--- src/rtl/wdc_pkg.sv ---
// Package: shared types for the width-down converter.
// Assumes: used only by the endian_width_down hierarchy.
package wdc_pkg;

    // Lane order within a long-word
    typedef enum logic {
        ORDER_LITTLE = 1'b0,
        ORDER_BIG    = 1'b1
    } lane_order_e;

    // Size of each output lane
    typedef enum logic {
        LANE_BYTE = 1'b0,
        LANE_HALF = 1'b1
    } lane_size_e;

endpackage

--- src/rtl/wdc_order_latch.sv ---
// Module: wdc_order_latch
// Holds the lane order. It takes the configuration value on every edge
// where reset is active, so the value present at reset release is kept.
// Assumes: cfg_big is stable around the reset release edge.
module wdc_order_latch
    import wdc_pkg::*;
(
    input  logic        clk,
    input  logic        rst_n,
    input  logic        cfg_big,
    output lane_order_e order_o
);

    lane_order_e order_q;

    // Sample the order during reset, hold it afterwards
    always_ff @(posedge clk) begin
        if (!rst_n) begin
            order_q <= cfg_big ? ORDER_BIG : ORDER_LITTLE;
        end
    end

    assign order_o = order_q;

endmodule

--- src/rtl/wdc_lane_ctrl.sv ---
// Module: wdc_lane_ctrl
// Tracks whether a long-word is held and which lane is next to go.
// Handles the input and output handshakes, including taking a new word in
// the same cycle that the last lane is taken.
// Assumes: size_i does not change while a word is partly sent.
module wdc_lane_ctrl
    import wdc_pkg::*;
#(
    parameter int BYTE_LANES = 4,
    parameter int HALF_LANES = 2,
    parameter int CNT_W      = 2
) (
    input  logic             clk,
    input  logic             rst_n,
    input  lane_size_e       size_i,
    input  logic             in_valid,
    output logic             in_ready,
    output logic             out_valid,
    input  logic             out_ready,
    output logic [CNT_W-1:0] lane_cnt_o,
    output logic             load_o
);

    localparam logic [CNT_W-1:0] BYTE_LAST = CNT_W'(BYTE_LANES - 1);
    localparam logic [CNT_W-1:0] HALF_LAST = CNT_W'(HALF_LANES - 1);

    logic             valid_q;
    logic [CNT_W-1:0] cnt_q;
    logic             last_lane;
    logic             take;
    logic             load;

    // Decode the last lane for the current size and the handshake events
    always_comb begin
        last_lane = (size_i == LANE_HALF) ? (cnt_q == HALF_LAST)
                                          : (cnt_q == BYTE_LAST);
        take      = valid_q && out_ready;
        in_ready  = !valid_q || (take && last_lane);
        load      = in_valid && in_ready;
    end

    // Advance the lane position and the valid flag
    always_ff @(posedge clk) begin
        if (!rst_n) begin
            valid_q <= 1'b0;
            cnt_q   <= '0;
        end else if (load) begin
            valid_q <= 1'b1;
            cnt_q   <= '0;
        end else if (take) begin
            if (last_lane) begin
                valid_q <= 1'b0;
                cnt_q   <= '0;
            end else begin
                cnt_q   <= cnt_q + 1'b1;
            end
        end
    end

    assign out_valid  = valid_q;
    assign lane_cnt_o = cnt_q;
    assign load_o     = load;

endmodule

--- src/rtl/wdc_lane_select.sv ---
// Module: wdc_lane_select
// Maps the logical lane number onto a physical slice of the held word,
// using the latched order, and zero-extends byte lanes onto the output.
// Assumes: IN_W is a multiple of OUT_W, and OUT_W a multiple of BYTE_W.
module wdc_lane_select
    import wdc_pkg::*;
#(
    parameter int IN_W   = 32,
    parameter int OUT_W  = 16,
    parameter int BYTE_W = 8,
    parameter int CNT_W  = 2
) (
    input  logic [IN_W-1:0]  word_i,
    input  lane_order_e      order_i,
    input  lane_size_e       size_i,
    input  logic [CNT_W-1:0] lane_cnt_i,
    output logic [OUT_W-1:0] data_o
);

    localparam int BYTE_LANES = IN_W / BYTE_W;
    localparam int HALF_LANES = IN_W / OUT_W;
    localparam int HIDX_W     = $clog2(HALF_LANES);
    localparam logic [CNT_W-1:0]  BYTE_LAST = CNT_W'(BYTE_LANES - 1);
    localparam logic [HIDX_W-1:0] HALF_LAST = HIDX_W'(HALF_LANES - 1);

    logic [BYTE_W-1:0] byte_lane [BYTE_LANES];
    logic [OUT_W-1:0]  half_lane [HALF_LANES];
    logic [CNT_W-1:0]  byte_idx;
    logic [HIDX_W-1:0] half_idx;

    // Split the held word into byte slices
    for (genvar g = 0; g < BYTE_LANES; g++) begin : g_byte
        assign byte_lane[g] = word_i[g*BYTE_W +: BYTE_W];
    end

    // Split the held word into half-word slices
    for (genvar g = 0; g < HALF_LANES; g++) begin : g_half
        assign half_lane[g] = word_i[g*OUT_W +: OUT_W];
    end

    // Mirror the lane index for big-endian order
    always_comb begin
        if (order_i == ORDER_BIG) begin
            byte_idx = BYTE_LAST - lane_cnt_i;
            half_idx = HALF_LAST - lane_cnt_i[HIDX_W-1:0];
        end else begin
            byte_idx = lane_cnt_i;
            half_idx = lane_cnt_i[HIDX_W-1:0];
        end
    end

    // Drive the chosen slice, zero-extending byte lanes
    always_comb begin
        data_o = '0;
        if (size_i == LANE_HALF) begin
            data_o = half_lane[half_idx];
        end else begin
            data_o[BYTE_W-1:0] = byte_lane[byte_idx];
        end
    end

endmodule

--- src/rtl/endian_width_down.sv ---
// Module: endian_width_down (top)
// Splits each 32-bit long-word into byte or half-word lanes, in an order
// chosen at reset. It holds one word at a time and accepts the next word
// in the same cycle that the last lane leaves.
// Assumes: size_half is static while a word is held; cfg_big_endian is
// meaningful only while rst_n is low.
module endian_width_down
    import wdc_pkg::*;
#(
    parameter int IN_W   = 32,
    parameter int OUT_W  = 16,
    parameter int BYTE_W = 8
) (
    input  logic             clk,
    input  logic             rst_n,
    input  logic             cfg_big_endian,
    input  logic             size_half,
    input  logic [IN_W-1:0]  in_data,
    input  logic             in_valid,
    output logic             in_ready,
    output logic [OUT_W-1:0] out_data,
    output logic             out_valid,
    input  logic             out_ready
);

    localparam int BYTE_LANES = IN_W / BYTE_W;
    localparam int HALF_LANES = IN_W / OUT_W;
    localparam int CNT_W      = $clog2(BYTE_LANES);

    lane_order_e      order_q;
    lane_size_e       size_sel;
    logic [CNT_W-1:0] lane_cnt;
    logic             load;
    logic [IN_W-1:0]  word_q;

    assign size_sel = size_half ? LANE_HALF : LANE_BYTE;

    wdc_order_latch u_order (
        .clk     (clk),
        .rst_n   (rst_n),
        .cfg_big (cfg_big_endian),
        .order_o (order_q)
    );

    wdc_lane_ctrl #(
        .BYTE_LANES (BYTE_LANES),
        .HALF_LANES (HALF_LANES),
        .CNT_W      (CNT_W)
    ) u_ctrl (
        .clk        (clk),
        .rst_n      (rst_n),
        .size_i     (size_sel),
        .in_valid   (in_valid),
        .in_ready   (in_ready),
        .out_valid  (out_valid),
        .out_ready  (out_ready),
        .lane_cnt_o (lane_cnt),
        .load_o     (load)
    );

    // Capture the accepted long-word
    always_ff @(posedge clk) begin
        if (!rst_n) begin
            word_q <= '0;
        end else if (load) begin
            word_q <= in_data;
        end
    end

    wdc_lane_select #(
        .IN_W   (IN_W),
        .OUT_W  (OUT_W),
        .BYTE_W (BYTE_W),
        .CNT_W  (CNT_W)
    ) u_sel (
        .word_i     (word_q),
        .order_i    (order_q),
        .size_i     (size_sel),
        .lane_cnt_i (lane_cnt),
        .data_o     (out_data)
    );

endmodule

--- config.mk ---
export PLATFORM = sky130hd
export DESIGN_NAME = endian_width_down
export DESIGN_NICKNAME = d
export VERILOG_FILES = /design/src/rtl/wdc_pkg.sv /design/src/rtl/wdc_order_latch.sv /design/src/rtl/wdc_lane_ctrl.sv /design/src/rtl/wdc_lane_select.sv /design/src/rtl/endian_width_down.sv
export SDC_FILE = /design/constraint.sdc
export NUM_CORES = 1
export LEC_CHECK = 0
export BUFFER_PORTS_ARGS = -buffer_cell sky130_fd_sc_hd__buf_2
export CAP_MARGIN = 10
export CORE_MARGIN = 10
export CORE_UTILIZATION = 27
export DETAILED_ROUTE_END_ITERATION = 12
export PLACE_DENSITY = 0.46
export SKIP_LAST_GASP = 1
export SYNTH_ARGS = -nofsm -noshare
export SYNTH_HDL_FRONTEND = slang
export SYNTH_SLANG_ARGS = --single-unit
export TNS_END_PERCENT = 50
--- constraint.sdc ---
create_clock -name clk -period 2.1 [get_ports clk]
set_input_delay 0.105 -clock clk [delete_from_list [all_inputs] [get_ports clk]]
set_output_delay 0.105 -clock clk [all_outputs]
set_load 0.01 [all_outputs]
==> impl_results.html <==
<table>
<tr><th>Metric</th><th>Value</th></tr>
<tr><th colspan="2">Logic synthesis</th></tr>
<tr><td>Avg Cell Area, Syn</td><td>8.45 um2</td></tr>
<tr><td>Prevailing post-synth register cell</td><td>sky130_fd_sc_hd__dfxtp_1</td></tr>
<tr><td>Netlist area before placement</td><td>2230 um2</td></tr>
<tr><td>Library cell with the largest summed area after synthesis</td><td>sky130_fd_sc_hd__dfxtp_1</td></tr>
<tr><td>Area contributors post-synth</td><td>sky130_fd_sc_hd__dfxtp_1, sky130_fd_sc_hd__mux2i_1, sky130_fd_sc_hd__nand2_1</td></tr>
<tr><td>Most frequent cell after synthesis</td><td>sky130_fd_sc_hd__nand2_1</td></tr>
<tr><td>Most common library cells after synthesis</td><td>sky130_fd_sc_hd__nand2_1, sky130_fd_sc_hd__mux2i_1, sky130_fd_sc_hd__dfxtp_1, sky130_fd_sc_hd__clkbuf_1, sky130_fd_sc_hd__a21boi_0</td></tr>
<tr><td>Portion of the post-synthesis area used by sequential elements</td><td>32.8%</td></tr>
<tr><td>Proportion of register bits with asynchronous set or reset after synthesis</td><td>0%</td></tr>
<tr><td>Synthesized flop and latch total</td><td>36</td></tr>
<tr><td>Count of synthesis-stage warnings from yosys</td><td>0</td></tr>
<tr><td>Number of nets produced by synthesis</td><td>304</td></tr>
<tr><td>Yosys cell types</td><td>35</td></tr>
<tr><td>Gate Count Post-Synth</td><td>264</td></tr>
<tr><td>Fraction of synthesized cell area taken by the top area cell type</td><td>31.4%</td></tr>
<tr><td>Number of synthesized flops with an enable pin</td><td>1</td></tr>
<tr><th colspan="2">Die</th></tr>
<tr><td>Floorplan die width</td><td>111 um</td></tr>
<tr><td>I/O pin count</td><td>56</td></tr>
<tr><td>Number of placement rows</td><td>33</td></tr>
<tr><td>Starting density of the core</td><td>27.4%</td></tr>
<tr><td>Core area</td><td>8130 um2</td></tr>
<tr><td>Die Outline Area</td><td>12,300 um2</td></tr>
<tr><td>Die H</td><td>111 um</td></tr>
<tr><th colspan="2">Setup path</th></tr>
<tr><td>Arrival time of data at the critical path endpoint</td><td>1.88 ns</td></tr>
<tr><td>CP required</td><td>2.00 ns</td></tr>
<tr><td>Kind of cell adding the most delay to the critical path</td><td>buffers and inverters</td></tr>
<tr><td>Critical path buffer and inverter count</td><td>3</td></tr>
<tr><td>Largest driver fanout on the critical path</td><td>13</td></tr>
<tr><td>Critical Path Start Type</td><td>register</td></tr>
<tr><td>CP endpoint kind</td><td>output port</td></tr>
<tr><td>Critical path, cell by cell</td><td>buf_4 &gt; xor2_1 &gt; buf_6 &gt; mux2_2 &gt; nand2_1 &gt; o21ai_0 &gt; buf_2</td></tr>
<tr><td>Slowest stage cell, crit path</td><td>sky130_fd_sc_hd__edfxtp_1</td></tr>
<tr><td>Delay of the slowest critical-path stage</td><td>0.39 ns</td></tr>
<tr><td>Crit Path Category</td><td>reg -&gt; out</td></tr>
<tr><th colspan="2">Cells and area</th></tr>
<tr><td>Synthesis-to-finish area growth</td><td>23.7%</td></tr>
<tr><td>Fill cells</td><td>869</td></tr>
<tr><td>Layout cells sized above 1</td><td>29.5%</td></tr>
<tr><td>Antenna diode count</td><td>0</td></tr>
<tr><td>Net count, final</td><td>364</td></tr>
<tr><th colspan="2">CTS</th></tr>
<tr><td>Clock slew at the register clock pins of the worst setup and hold paths</td><td>0.08 ns</td></tr>
<tr><td>Number of buffers added by the clock tree synthesis step</td><td>5</td></tr>
<tr><td>Clk root buf</td><td>sky130_fd_sc_hd__clkbuf_8</td></tr>
<tr><td>H-tree depth</td><td>2</td></tr>
<tr><td>CTS tree</td><td>done</td></tr>
<tr><td>Maximum number of buffers from clock root to sink</td><td>2</td></tr>
<tr><td>Clk_lat worst skew</td><td>0.29 ns</td></tr>
<tr><td>Clock sinks</td><td>36</td></tr>
<tr><th colspan="2">Detailed routing</th></tr>
<tr><td>Overall via count from detail_route</td><td>2,011</td></tr>
<tr><td>Average detailed-routed wire length per instance</td><td>15.3 um</td></tr>
<tr><td>Number of DRC markers after the initial detailed-route iteration</td><td>73</td></tr>
<tr><td>Routed vias/inst</td><td>4.68</td></tr>
<tr><td>Number of routed nets with antenna violations</td><td>0</td></tr>
<tr><td>Number of detailed-routing iterations run before antenna repair</td><td>4</td></tr>
<tr><td># DRC</td><td>0</td></tr>
<tr><td>Total length of routed wires</td><td>6560 um</td></tr>
<tr><th colspan="2">STA</th></tr>
<tr><td>Setup WS post-layout</td><td>0.120 ns</td></tr>
<tr><td>Number of pins with negative max-slew slack in the final report</td><td>0</td></tr>
<tr><td>Total of endpoints with negative setup slack in the final report</td><td>0</td></tr>
<tr><td>Clock tree skew after final layout</td><td>0.00459 ns</td></tr>
<tr><td>Fmax</td><td>505 MHz</td></tr>
<tr><td>Slew of the pin with the lowest slew margin</td><td>0.637 ns</td></tr>
<tr><td>Slew Limit Headroom</td><td>57.4%</td></tr>
<tr><td>Period minus WS final</td><td>1.98 ns</td></tr>
<tr><td>Number of hold violations in the final report</td><td>0</td></tr>
<tr><td>Final clock period utilization by the worst path</td><td>94.3%</td></tr>
<tr><td>Unrepaired setup endpoints after global routing</td><td>false</td></tr>
<tr><td>Fin Setup TNS</td><td>0 ns</td></tr>
<tr><th colspan="2">Placed design</th></tr>
<tr><td>Worst Setup Slack post-DPL</td><td>0.218 ns</td></tr>
<tr><td>Number of buffers added on ports</td><td>55</td></tr>
<tr><td>Detailed-placement wirelength estimate</td><td>4760 um</td></tr>
<tr><td>Gpl congestion</td><td>0.713</td></tr>
<tr><th colspan="2">Min path</th></tr>
<tr><td>Type of the tightest min-delay check</td><td>in -&gt; reg</td></tr>
<tr><th colspan="2">Global routing</th></tr>
<tr><td>Number of global-route vias before repair</td><td>2,037</td></tr>
<tr><td>All-Layer GR Usage</td><td>10.1%</td></tr>
<tr><td>Pin count of the biggest net entering global routing</td><td>35</td></tr>
<tr><td>Number of antenna violations at the first check in global routing</td><td>0</td></tr>
<tr><td>Congestion Overflow GR</td><td>0</td></tr>
<tr><td>First-pass GRT wire length</td><td>10,300 um</td></tr>
<tr><th colspan="2">Power</th></tr>
<tr><td>Static leakage</td><td>0.00119 uW</td></tr>
<tr><td>Power density over the cells</td><td>628 nW/um2</td></tr>
<tr><td>IR Drop Worst-Case VDD</td><td>0.247 mV</td></tr>
<tr><th colspan="2">Flow run</th></tr>
<tr><td>Max-cap check violation count</td><td>0</td></tr>
<tr><th colspan="2">Status</th></tr>
<tr><td>Status</td><td>finished, final reports clean</td></tr>
</table>
worst min-delay path, cell delays in order:
cell	delay (ns)
sky130_fd_sc_hd__buf_2	0.09
sky130_fd_sc_hd__nand2_1	0.04
sky130_fd_sc_hd__mux2i_1	0.05
stage by stage:
stage | cells | cell area [um2] | util (%) | total power (uW) | hold WS (ns)
final | 430 | 2760 | 33.9 | 1730 | 0.0465
after global routing | 430 | 2760 | 33.9 | 1810 | 0.0508
after CTS | 425 | 2710 | 33.3 | 1730 | 0.0396
after detailed placement | 414 | 2580 | 31.8 | 1170 | 0.289
after global placement | 414 | 2580 | 31.8 | 1160 | 0.287
after floorplan | 264 | 2230 | - | 1040 | 0.204
layout make-up:
| cell class | count | area [um2] | share of cell area [%] |
|---|---|---|---|
| clock buffer | 8 | 100 | 3.63 |
| sequential | 36 | 732 | 26.5 |
| multi-input combinational | 204 | 1350 | 48.9 |
| tap | 105 | 131 | 4.76 |
| inverter | 3 | 11.3 | 0.408 |
| timing repair buffer | 74 | 434 | 15.7 |
sequential cells by signal, summed over array words and instances, names as in the netlist:
name and cells:
u_order.order_o 1, u_ctrl.out_valid 1, u_ctrl.lane_cnt_o 2, word_q 32
report_power, final:
part / total [uW] / internal (uW) / switching, uW
Sequential: 772 / 730 / 42.4
Combinational: 402 / 198 / 204
Clock: 558 / 300 / 258
metal layers:
metal	track usage [%]	up-vias	share of wire (%)
met4	2.86	0	0.70
met3	3.14	6	6.2
met1	12.5	924	48
li1	-	1031	-
met2	16.2	50	45
met5	0	-	0
path summary, 6_finish.rpt:
kind                             end                               from  slack, ns  depth (start not counted)
max reg2reg   word_q[0]$_SDFFE_PN0P_  u_ctrl.lane_cnt_o[1]$_SDFFE_PP0N_       0.24                          6
min reg2reg   word_q[7]$_SDFFE_PN0P_             word_q[7]$_SDFFE_PN0P_       0.47                          2
max                      out_data[6]          u_order.order_o$_DFFE_PN_       0.12                          7
min          word_q[21]$_SDFFE_PN0P_                        in_data[21]       0.05                          3
cell usage in the layout, fill, tap and decap left out, types with 3 or more instances in the layout:
master,instances
sky130_fd_sc_hd__dfxtp_1,34
sky130_fd_sc_hd__nand2_1,89
sky130_fd_sc_hd__a22o_1,6
sky130_fd_sc_hd__a21oi_1,5
sky130_fd_sc_hd__nor2b_1,3
sky130_fd_sc_hd__nor3_1,4
sky130_fd_sc_hd__clkbuf_8,7
sky130_fd_sc_hd__buf_4,15
sky130_fd_sc_hd__mux2_2,7
sky130_fd_sc_hd__inv_1,3
sky130_fd_sc_hd__buf_2,55
sky130_fd_sc_hd__mux2i_1,47
sky130_fd_sc_hd__a21boi_0,8
sky130_fd_sc_hd__o22ai_1,7
sky130_fd_sc_hd__o31ai_1,4
logic make-up (layout without fill, tap and decap cells):
kind of cell,after synthesis,in the layout,share of synthesized area (%)
AO/OA/AOI/OAI,39,39,13.0
XOR/XNOR,2,2,0.785
adder cells (fa/ha/maj),2,2,1.12
buffers and inverters,24,85,7.18
flip-flops,36,36,32.8
multiplexers,55,55,25.3
AND/OR/NAND/NOR,106,106,19.9
what timing repair did:
item                                    4_1_cts  5_1_grt
cloned                                        0        0
hold endpoints to repair                      1        0
resized for setup                             0        4
hold buffers                                  1        0
buffers inserted                              2        5
endpoints found under the setup margin        6       10
No activity file was read; power rests on OpenSTA's default activity.
